## config.mk

```make
export PLATFORM = sky130hd
export DESIGN_NAME = npc_unit
export DESIGN_NICKNAME = d
export VERILOG_FILES = /design/src/rtl/npc_pkg.sv /design/src/rtl/npc_cond.sv /design/src/rtl/npc_target.sv /design/src/rtl/npc_unit.sv
export SDC_FILE = /design/constraint.sdc
export NUM_CORES = 1
export LEC_CHECK = 0
export CAP_MARGIN = 5
export CORE_MARGIN = 10
export CORE_UTILIZATION = 29
export DETAILED_ROUTE_END_ITERATION = 8
export SLEW_MARGIN = 40
export SYNTH_ARGS = -nofsm -noshare
export SYNTH_HDL_FRONTEND = slang
export SYNTH_HIERARCHICAL = 1
export SYNTH_SLANG_ARGS = --single-unit
```

## constraint.sdc

```tcl
create_clock -name clk -period 8.49 [get_ports clk]
set_input_delay 2.1225 -clock clk [delete_from_list [all_inputs] [get_ports clk]]
set_output_delay 2.1225 -clock clk [all_outputs]
set_load 0.02 [all_outputs]
```

## src/rtl/npc_pkg.sv

```systemverilog
package npc_pkg;
  localparam int XLEN   = 32;
  localparam int OPC_W  = 6;
  localparam int REG_W  = 5;
  localparam int OFF_W  = 16;
  localparam int IDX_W  = 26;
  localparam int REGION_W = XLEN - IDX_W - 2;

  localparam logic [OPC_W-1:0] OPC_ZCMP = 6'd1;
  localparam logic [OPC_W-1:0] OPC_JMP  = 6'd2;
  localparam logic [OPC_W-1:0] OPC_EQ   = 6'd4;
  localparam logic [OPC_W-1:0] OPC_NE   = 6'd5;
  localparam logic [OPC_W-1:0] OPC_LEZ  = 6'd6;
  localparam logic [OPC_W-1:0] OPC_GTZ  = 6'd7;

  localparam logic [REG_W-1:0] SEL_NEG  = 5'd0;
  localparam logic [REG_W-1:0] SEL_NNEG = 5'd1;
endpackage

```

## src/rtl/npc_cond.sv

```systemverilog
module npc_cond
  import npc_pkg::*;
(
  input  logic [OPC_W-1:0] opc_i,
  input  logic [REG_W-1:0] sel_i,
  input  logic [XLEN-1:0]  a_i,
  input  logic [XLEN-1:0]  b_i,
  output logic             is_br_o,
  output logic             hit_o
);
  logic neg, zero, same;

  assign neg  = a_i[XLEN-1];
  assign zero = (a_i == '0);
  assign same = (a_i == b_i);

  always_comb begin
    is_br_o = 1'b1;
    hit_o   = 1'b0;
    unique case (opc_i)
      OPC_EQ:  hit_o = same;
      OPC_NE:  hit_o = !same;
      OPC_LEZ: hit_o = neg || zero;
      OPC_GTZ: hit_o = !neg && !zero;
      OPC_ZCMP: begin
        if (sel_i == SEL_NEG)       hit_o = neg;
        else if (sel_i == SEL_NNEG) hit_o = !neg;
        else                        is_br_o = 1'b0;
      end
      default: is_br_o = 1'b0;
    endcase
  end
endmodule

```

## src/rtl/npc_target.sv

```systemverilog
module npc_target
  import npc_pkg::*;
(
  input  logic [XLEN-1:0]  pc_i,
  input  logic [OFF_W-1:0] off_i,
  input  logic [IDX_W-1:0] idx_i,
  output logic [XLEN-1:0]  seq_o,
  output logic [XLEN-1:0]  br_o,
  output logic [XLEN-1:0]  jmp_o
);
  localparam int EXT_W = XLEN - OFF_W - 2;

  logic [XLEN-1:0] disp;

  assign seq_o = pc_i + XLEN'(4);
  assign disp  = {{EXT_W{off_i[OFF_W-1]}}, off_i, 2'b00};
  assign br_o  = seq_o + disp;
  assign jmp_o = {pc_i[XLEN-1 -: REGION_W], idx_i, 2'b00};
endmodule

```

## src/rtl/npc_unit.sv

```systemverilog
module npc_unit
  import npc_pkg::*;
#(
  parameter logic [31:0] START_PC = 32'h0040_0000
) (
  input  logic        clk,
  input  logic        rst_n,
  input  logic        step_i,
  input  logic [31:0] insn_i,
  input  logic [31:0] rs_val_i,
  input  logic [31:0] rt_val_i,
  output logic [31:0] pc_o,
  output logic        taken_o
);
  logic [OPC_W-1:0] opc;
  logic             is_br, hit, is_jmp, redirect;
  logic [XLEN-1:0]  seq_pc, br_pc, jmp_pc, nxt_pc;

  assign opc    = insn_i[XLEN-1 -: OPC_W];
  assign is_jmp = (opc == OPC_JMP);

  npc_cond u_cond (
    .opc_i   (opc),
    .sel_i   (insn_i[OFF_W +: REG_W]),
    .a_i     (rs_val_i),
    .b_i     (rt_val_i),
    .is_br_o (is_br),
    .hit_o   (hit)
  );

  npc_target u_tgt (
    .pc_i  (pc_o),
    .off_i (insn_i[OFF_W-1:0]),
    .idx_i (insn_i[IDX_W-1:0]),
    .seq_o (seq_pc),
    .br_o  (br_pc),
    .jmp_o (jmp_pc)
  );

  assign redirect = is_jmp || (is_br && hit);

  always_comb begin
    if (is_jmp)             nxt_pc = jmp_pc;
    else if (is_br && hit)  nxt_pc = br_pc;
    else                    nxt_pc = seq_pc;
  end

  always_ff @(posedge clk) begin
    if (!rst_n) begin
      pc_o    <= START_PC;
      taken_o <= 1'b0;
    end else if (step_i) begin
      pc_o    <= nxt_pc;
      taken_o <= redirect;
    end
  end


  hold_when_idle_chk: assert property (@(posedge clk) disable iff (!rst_n)
    !step_i |=> ($stable(pc_o) && $stable(taken_o)));


  fallthrough_step_chk: assert property (@(posedge clk) disable iff (!rst_n)
    (step_i && !hit && !is_jmp) |=> (pc_o == $past(pc_o) + 32'd4) && !taken_o);


  jump_region_chk: assert property (@(posedge clk) disable iff (!rst_n)
    (step_i && is_jmp) |=> (pc_o[31:28] == $past(pc_o[31:28])) && (pc_o[1:0] == 2'b00) && taken_o);


  unknown_opcode_chk: assert property (@(posedge clk) disable iff (!rst_n)
    (step_i && !is_br && !is_jmp) |=> !taken_o);


  reset_value_chk: assert property (@(posedge clk)
    !rst_n |=> (pc_o == START_PC) && !taken_o);
endmodule

```

==> Flow_metrics.wiki, run 1 <==
{| class="wikitable"
! Metric !! Value
|-
| Run status || finished, final reports clean
|-
| Share of synthesized flip-flops with an asynchronous set or reset || 0%
|-
| Switching share of power || 28.4%
|-
| Count of final hold-check violations || 0
|-
| Startpoint of the lowest-slack hold path || pc_o[1]
|-
| Cell Rows || 47
|-
| Placed wire-length estimate after detailed placement || 13.2 mm
|-
| Post-synthesis instance total || 652
|-
| First-pass GRT wire length || 27.1 mm
|-
| Internal power consumption || 0.000388 W
|-
| Clock root cell || sky130_fd_sc_hd__clkbuf_16
|-
| Number of H-tree levels || 2
|-
| Starting DRT DRC Count || 424
|-
| Count of flip-flops with a built-in enable after synthesis || 0
|-
| Per-cell via count in the routed design || 5.37
|-
| Transition time at the pin with the least slew margin || between 0.7 and 0.8 ns
|-
| Power per standard cell area || 85.2 nW/µm²
|-
| Share of the synthesized area in the top cell type || 13.2%
|-
| PostCTS Resize Cnt || 0
|-
| Lkg Pwr || 2.59 nW
|-
| Flop2flop setup slack || 4.43 ns
|-
| Mean routed wirelength per cell || 17.9 µm
|-
| Avg Synthesized Cell Area || 7.66 µm²
|-
| Total Negative Setup Slacks || 0 ns
|-
| Slew Viols, Final || 0
|-
| Dominant cell type by area after synthesis || sky130_fd_sc_hd__dfxtp_1
|-
| Reg-to-reg critical path startpoint || pc_o[11]
|-
| RSZ-0062 raised after global routing || no
|-
| CTS tree || built
|-
| R2r worst-path depth || 14
|-
| Remaining number of nets flagged by the antenna check after routing || 0
|-
| Die footprint || 22900 µm²
|-
| WHS Endpoint || pc_o[1]
|-
| Max Cap Violations || 0
|-
| Leading register cell type out of synthesis || sky130_fd_sc_hd__dfxtp_1
|-
| Mapped Area || 4990 µm²
|-
| Hold_buf cts || 0
|-
| Share of the cycle needed by the critical path after routing || a little under 60%
|-
| Number of input and output port buffers inserted || 131
|-
| Worst hold slack across all endpoints || between 0.5 and 0.6 ns
|-
| Most common cell in the netlist || sky130_fd_sc_hd__xnor2_1
|-
| Total vias in the final route || 5090
|-
| Largest net degree at the start of global routing || 68
|-
| Share of the yosys chip area belonging to registers || approximately an eighth
|-
| Count of final setup violators || 0
|-
| Number of global-route vias before repair || 4897
|-
| Starting density of the core || 29.9%
|-
| VDD IR-drop max || 0.0832 mV
|-
| Overall routed net length || 17.0 mm
|-
| Top post-synthesis cells by count || 72 x sky130_fd_sc_hd__xnor2_1, 49 x sky130_fd_sc_hd__nand3_1, 42 x sky130_fd_sc_hd__buf_4, 40 x sky130_fd_sc_hd__nand2_1, 36 x sky130_fd_sc_hd__and3_1
|-
| Data required, critical path || 8.66 ns
|-
| Yosys reg bits || 33
|-
| Leading post-synthesis cells by cell area || sky130_fd_sc_hd__dfxtp_1 13%, sky130_fd_sc_hd__xnor2_1 13%, sky130_fd_sc_hd__ha_1 8.3%, sky130_fd_sc_hd__buf_4 6.3%, sky130_fd_sc_hd__mux2i_1 6.2%
|-
| Total congestion overflow || 0
|-
| Clock insertion delay at the later pin of the skew report || 0.28 ns
|-
| Number of synthesis warnings || 6
|-
| N_diodes || 0
|-
| Global placer's final weighted congestion || 0.976
|-
| Power dissipated by switching net loads || between 0.00015 and 0.0002 W
|-
| Number of iterations in the first detailed-routing pass || 5
|-
| Min-Delay Path Depth || 2
|-
| Global Route Usage Sum || 14.4%
|-
| Clk buf depth || 2
|-
| Endpoint of the worst register-to-register path || pc_o[31]
|-
| Part of the power in the clock network || 40.8%
|-
| Fillers || 1758
|-
| Setup Skew || just over 0.006 ns
|-
| Max Clk Rate || 0.200 GHz
|-
| I/O pin total || 132
|-
| Initial antenna violation count || 0
|-
| Standard cell core area || 16700 µm²
|-
| Post-CTS setup repair buffer count || 0
|-
| Min-Delay Path Class || reg -> reg
|-
| Num CTS Buffers || 5
|-
| Die Span X || 151 µm
|-
| Share of power burned in combinational logic || slightly below 30%
|-
| Sink Count || 33
|-
| P&R area growth vs syn || 27.4%
|-
| Worst relative slew slack || between 40% and 50%
|-
| Final critical delay including setup and external delays || roughly 5.0 ns
|-
| Fin nets || 859
|-
| Startpoint-to-endpoint class of the critical path || in -> reg
|-
| Startpoint Class || input port
|-
| Critical Path AT || 5.17 ns
|-
| Die Y-Extent || 151 µm
|-
| Layout cell share with drive strength beyond 1 || between 4 and 5%
|-
| Critical path endpoint category || flip-flop
|-
| DRC errors left || 0
|-
| Flop pwr share || roughly 30%
|-
| Post-synthesis cell type count || 56
|-
| Clock transition at path regs || 0.06 ns
|-
| Critical path peak fanout || 16
|}
metrics by stage:
stage	total power, W	worst slack [ns]	util [%]	cell area [µm²]	cells
after floorplan	0.000255	3.85	-	5000	653
after global placement	0.000324	3.17	37.0	6180	939
after detailed placement	0.000323	3.21	37.0	6190	939
after CTS	0.000549	3.49	38.1	6360	947
after global routing	0.000566	3.22	38.1	6360	947
final	0.000542	3.49	38.1	6360	947
cell families after synthesis:
kind of cell | share of synthesized area, %
flip-flops | 13.2
XOR/XNOR | 15.8
multiplexers | 6.44
adder cells (fa/ha/maj) | 8.67
buffers and inverters | 9.35
other | 0.0751
AND/OR/NAND/NOR | 29.3
AO/OA/AOI/OAI | 17.2
cell type report:
type                    count  area, µm²  share of cell area (%)
clock buffers               7        143                    2.24
multi-input cells         542       3880                    61.0
repair buffers            137       1350                    21.2
flip-flops and latches     33        661                    10.4
clock inverters             1       30.0                   0.472
well taps                 220        275                    4.33
inverters                   7       26.3                   0.413
critical path: stages:
cell,delay (ns)
sky130_fd_sc_hd__clkdlybuf4s50_1,0.81
sky130_fd_sc_hd__ha_1,0.57
sky130_fd_sc_hd__a21oi_1,0.23
sky130_fd_sc_hd__o21bai_1,0.10
sky130_fd_sc_hd__a21oi_1,0.17
sky130_fd_sc_hd__o21ai_0,0.15
sky130_fd_sc_hd__or4_1,0.51
sky130_fd_sc_hd__a32oi_1,0.16
sky130_fd_sc_hd__mux2i_1,0.09
sky130_fd_sc_hd__o311ai_1,0.26
power by group through the flow:
stage / Clock (W) / Sequential, W / Combinational [W]
floorplan: 0 / 0.000165 / 0.0000901
global placement: 0 / 0.000164 / 0.000160
detailed placement: 0 / 0.000164 / 0.000160
CTS: 0.000228 / 0.000160 / 0.000161
global route: 0.000230 / 0.000161 / 0.000176
finish: 0.000221 / 0.000160 / 0.000160
worst max-delay path by stage:
stage	start	endpoint	slack, ns	cells past startpoint
5_1_grt	insn_i[15]	pc_o[30]	3.22	11
6_report	insn_i[15]	pc_o[31]	3.49	10
2_1_floorplan	insn_i[0]	pc_o[22]	3.85	11
4_1_cts	insn_i[15]	pc_o[26]	3.49	10
3_5_place_dp	insn_i[0]	pc_o[22]	3.21	12
3_3_place_gp	rs_val_i[31]	pc_o[22]	3.17	10
sequential cells by signal, indices dropped and copies added (netlist names):
name     cells
taken_o      1
pc_o        32
cell usage in the layout, fill, tap and decap left out, types with 5 or more instances in the layout:
master,netlist,final
sky130_fd_sc_hd__clkdlybuf4s50_1,0,129
sky130_fd_sc_hd__xnor2_1,72,72
sky130_fd_sc_hd__nand3_1,49,49
sky130_fd_sc_hd__nand2_1,40,39
sky130_fd_sc_hd__and3_1,36,36
sky130_fd_sc_hd__nor2_1,35,34
sky130_fd_sc_hd__dfxtp_1,33,33
sky130_fd_sc_hd__ha_1,33,33
sky130_fd_sc_hd__nand3b_1,32,32
sky130_fd_sc_hd__mux2i_1,31,31
sky130_fd_sc_hd__a21oi_1,31,31
sky130_fd_sc_hd__o311ai_1,29,29
sky130_fd_sc_hd__nand4_1,22,22
sky130_fd_sc_hd__o21ai_0,20,20
sky130_fd_sc_hd__xor2_1,18,18
sky130_fd_sc_hd__a21o_1,11,11
sky130_fd_sc_hd__nor4_1,10,10
sky130_fd_sc_hd__a31oi_1,8,8
sky130_fd_sc_hd__nor3_1,7,7
sky130_fd_sc_hd__inv_1,7,7
sky130_fd_sc_hd__buf_4,42,6
sky130_fd_sc_hd__and2_1,5,5
sky130_fd_sc_hd__clkbuf_16,0,5
sky130_fd_sc_hd__nor2b_1,5,5
layer usage:
layer / part of all wire, % / track usage [%] / up-vias
met1: 46 / 19.6 / 2406
met2: 49 / 24.4 / 142
met4: 0.44 / 1.40 / 0
met5: 0 / 0 / -
met3: 5.1 / 1.94 / 9
li1: - / - / 2533
Power figures use the tool's default switching activity.
==> run 2: changes to the inputs <==
Clock period 8.49 ns to 4 ns, I/O delays scaled along.
==> run 2 against run 1 <==
Hold slack improved by 0.0051 ns. Non-clock buffer count increased by 39. Clock power increased by 79%. Clock skew about the same. Die area unchanged. Global-route usage increased by 0.78 points. First-iteration DRC count decreased by 6.8%. Sequential power increased by 110%. Via count increased by 3.2%. Flip-flop and latch count unchanged. Highest routed layer unchanged.
==> Flow_metrics.wiki, run 2 (same netlist as run 1, synthesis figures left out) <==
{| class="wikitable"
! Metric !! Value
|-
| Run status || finished, final reports clean
|-
| Setup Skew || 0.00601 ns
|-
| VDD IR-drop max || 0.146 mV
|-
| Critical path endpoint category || flip-flop
|-
| Global Route Usage Sum || 15.2%
|-
| Top cell by count, worst path || sky130_fd_sc_hd__a21o_1
|-
| Max FFs per register || 32
|-
| Number of H-tree levels || 2
|-
| Slew Viols, Final || 0
|-
| Initial antenna violation count || 0
|-
| Largest delay contributor family on the critical path || compound AO/OA/AOI/OAI gates
|-
| Combined area of the multi-input logic cells || between 3000 and 4000 µm²
|-
| Global placer's final weighted congestion || 0.902
|-
| Die Span X || 151 µm
|-
| Startpoint-to-endpoint class of the critical path || in -> reg
|-
| Final critical delay including setup and external delays || 3.82 ns
|-
| Overall routed net length || 17.9 mm
|-
| I/O pin total || 132
|-
| Cell Rows || between 40 and 50
|-
| Worst-path cell chain || clkdlybuf4s50_1 -> ha_1 -> fa_1 -> a21o_1 -> a221o_2 -> a311oi_2 -> nor2_1 -> a21o_1 -> a21oi_2 -> xnor2_1 -> mux2_2 -> o31a_1
|-
| Transition time at the pin with the least slew margin || 0.635 ns
|-
| Number of buffers and inverters on the critical path || 1
|-
| Number of global-route vias before repair || 5201
|-
| Total congestion overflow || 0
|-
| Most frequent cells in the layout || 129 x sky130_fd_sc_hd__clkdlybuf4s50_1, 72 x sky130_fd_sc_hd__xnor2_1, 48 x sky130_fd_sc_hd__nand3_1, 45 x sky130_fd_sc_hd__buf_4, 39 x sky130_fd_sc_hd__nand2_1
|-
| Count of final setup violators || 0
|-
| Min-Delay Path Class || reg -> reg
|-
| Die footprint || 22900 µm²
|-
| Number of iterations in the first detailed-routing pass || 5
|-
| Regs by FF count || pc_o: 32 flops, taken_o: 1 flops
|-
| CTS tree || built
|-
| Post-place instance area || 6470 µm²
|-
| Remaining number of nets flagged by the antenna check after routing || 0
|-
| DRC errors left || 0
|-
| P&R area growth vs syn || 32.9%
|-
| Share of the cycle needed by the critical path after routing || around 96%
|-
| Per-cell via count in the routed design || between 5 and 6
|-
| Mean routed wirelength per cell || 18.1 µm
|-
| Power per standard cell area || 165 nW/µm²
|-
| Count of placed standard cells including taps || 978
|-
| Finished Cell Area || 6640 µm²
|-
| Post-CTS setup repair buffer count || 0
|-
| Critical path peak fanout || 2
|-
| Final cell count without fillers || 986
|-
| Clock root cell || sky130_fd_sc_hd__clkbuf_16
|-
| Min-Delay Path Depth || 2
|-
| Area of all sequential standard cells || roughly 660 µm²
|-
| Number of input and output port buffers inserted || between 100 and 150
|-
| RSZ-0062 raised after global routing || no
|-
| Standard cell core area || 16700 µm²
|-
| CP peak stage delay || between 0.4 and 0.5 ns
|-
| PostCTS Resize Cnt || 0
|-
| Largest net degree at the start of global routing || 67
|-
| Commonest non-fill, non-tap cell in the layout || sky130_fd_sc_hd__clkdlybuf4s50_1
|-
| Critical Path AT || 3.99 ns
|-
| Power consumption || 0.00110 W
|-
| Data required, critical path || 4.17 ns
|-
| N_diodes || 0
|-
| Num CTS Buffers || 5
|-
| Slowest CP cell || sky130_fd_sc_hd__fa_1
|-
| Fin nets || 898
|-
| Lkg Pwr || 2.75 nW
|-
| R2r worst-path depth || 14
|-
| Worst relative slew slack || 57.7%
|-
| Max Clk Rate || 0.262 GHz
|-
| Clk buf depth || 2
|-
| Layout cell share with drive strength beyond 1 || 10.4%
|-
| Placed wire-length estimate after detailed placement || around 14 mm
|-
| Fillers || 1723
|-
| Largest register by flop count || pc_o
|-
| Count of final hold-check violations || 0
|-
| Max Cap Violations || 0
|-
| Total vias in the final route || 5253
|-
| Die Y-Extent || 151 µm
|-
| Sink Count || 33
|-
| Clock insertion delay at the later pin of the skew report || 0.28 ns
|-
| Starting DRT DRC Count || 395
|-
| First-pass GRT wire length || 28.3 mm
|-
| Starting density of the core || 29.9%
|-
| Count of cell instances traversed by the critical path || 12
|-
| Startpoint Class || input port
|-
| Worst hold slack across all endpoints || 0.552 ns
|-
| Final core occ || 39.7%
|-
| Hold_buf cts || 0
|-
| Clock transition at path regs || 0.06 ns
|}
## run 2: changes by cell type in the layout (fill, tap and decap cells not counted), moves of 2 or more
cell | previous run | this run
sky130_fd_sc_hd__buf_4 | 6 | 45
sky130_fd_sc_hd__dfxtp_2 | 0 | 2
sky130_fd_sc_hd__dfxtp_1 | 33 | 31
sky130_fd_sc_hd__clkinv_2 | 0 | 2
## run 2: final cells by class
cell class                      instances  share of cell area, %
Multi-Input combinational cell        542                   58.6
Timing Repair Buffer                  176                   24.7
Sequential cell                        33                   9.99
Tap cell                              220                   4.15
Clock buffer                            5                   1.89
Inverter                                7                  0.396
Clock inverter                          3                  0.264
## run 2: path summary, 6_finish.rpt
check / start / slack [ns] / endpoint
max: insn_i[0] / 0.18 / pc_o[22]
max reg2reg: pc_o[3] / 0.27 / pc_o[22]
min: pc_o[0] / 0.55 / pc_o[0]
min reg2reg: pc_o[0] / 0.55 / pc_o[0]
## run 2: metrics by stage
step / worst slack [ns] / TNS (ns)
CTS: 0.168 / 0
finish: 0.180 / 0
global placement: -0.0676 / -0.111
floorplan: 0.481 / 0
global route: 0.0178 / 0
detailed placement: -0.116 / -0.366
## run 2: layer usage
metal	vias to the layer above	GRT usage, %	part of all wire, %
met5	-	0	0
met4	0	3.03	0.82
met3	10	1.67	3.6
met2	113	25.6	48
met1	2519	20.4	47
li1	2611	-	-
## run 2: power breakdown
| group | total, W | switching (W) | leakage [nW] | internal [W] |
|---|---|---|---|---|
| clock | 0.000396 | 0.000167 | 0.0696 | 0.000229 |
| sequential | 0.000339 | 0.00000633 | 0.267 | 0.000333 |
| combinational | 0.000361 | 0.000168 | 2.42 | 0.000193 |
## run 2: worst reg2reg max path, cell delays in order, from the launching register on
cell                       delay, ns
sky130_fd_sc_hd__dfxtp_1        0.48
sky130_fd_sc_hd__ha_1           0.33
sky130_fd_sc_hd__buf_4          0.16
sky130_fd_sc_hd__nand3_1        0.09
sky130_fd_sc_hd__xnor2_1        0.22
sky130_fd_sc_hd__ha_1           0.33
sky130_fd_sc_hd__a21o_1         0.22
sky130_fd_sc_hd__a221o_2        0.41
sky130_fd_sc_hd__a311oi_2       0.33
sky130_fd_sc_hd__nor2_1         0.11
sky130_fd_sc_hd__a21o_1         0.22
sky130_fd_sc_hd__a21oi_2        0.15
sky130_fd_sc_hd__xnor2_1        0.08
sky130_fd_sc_hd__mux2_2         0.26
sky130_fd_sc_hd__o31a_1         0.23
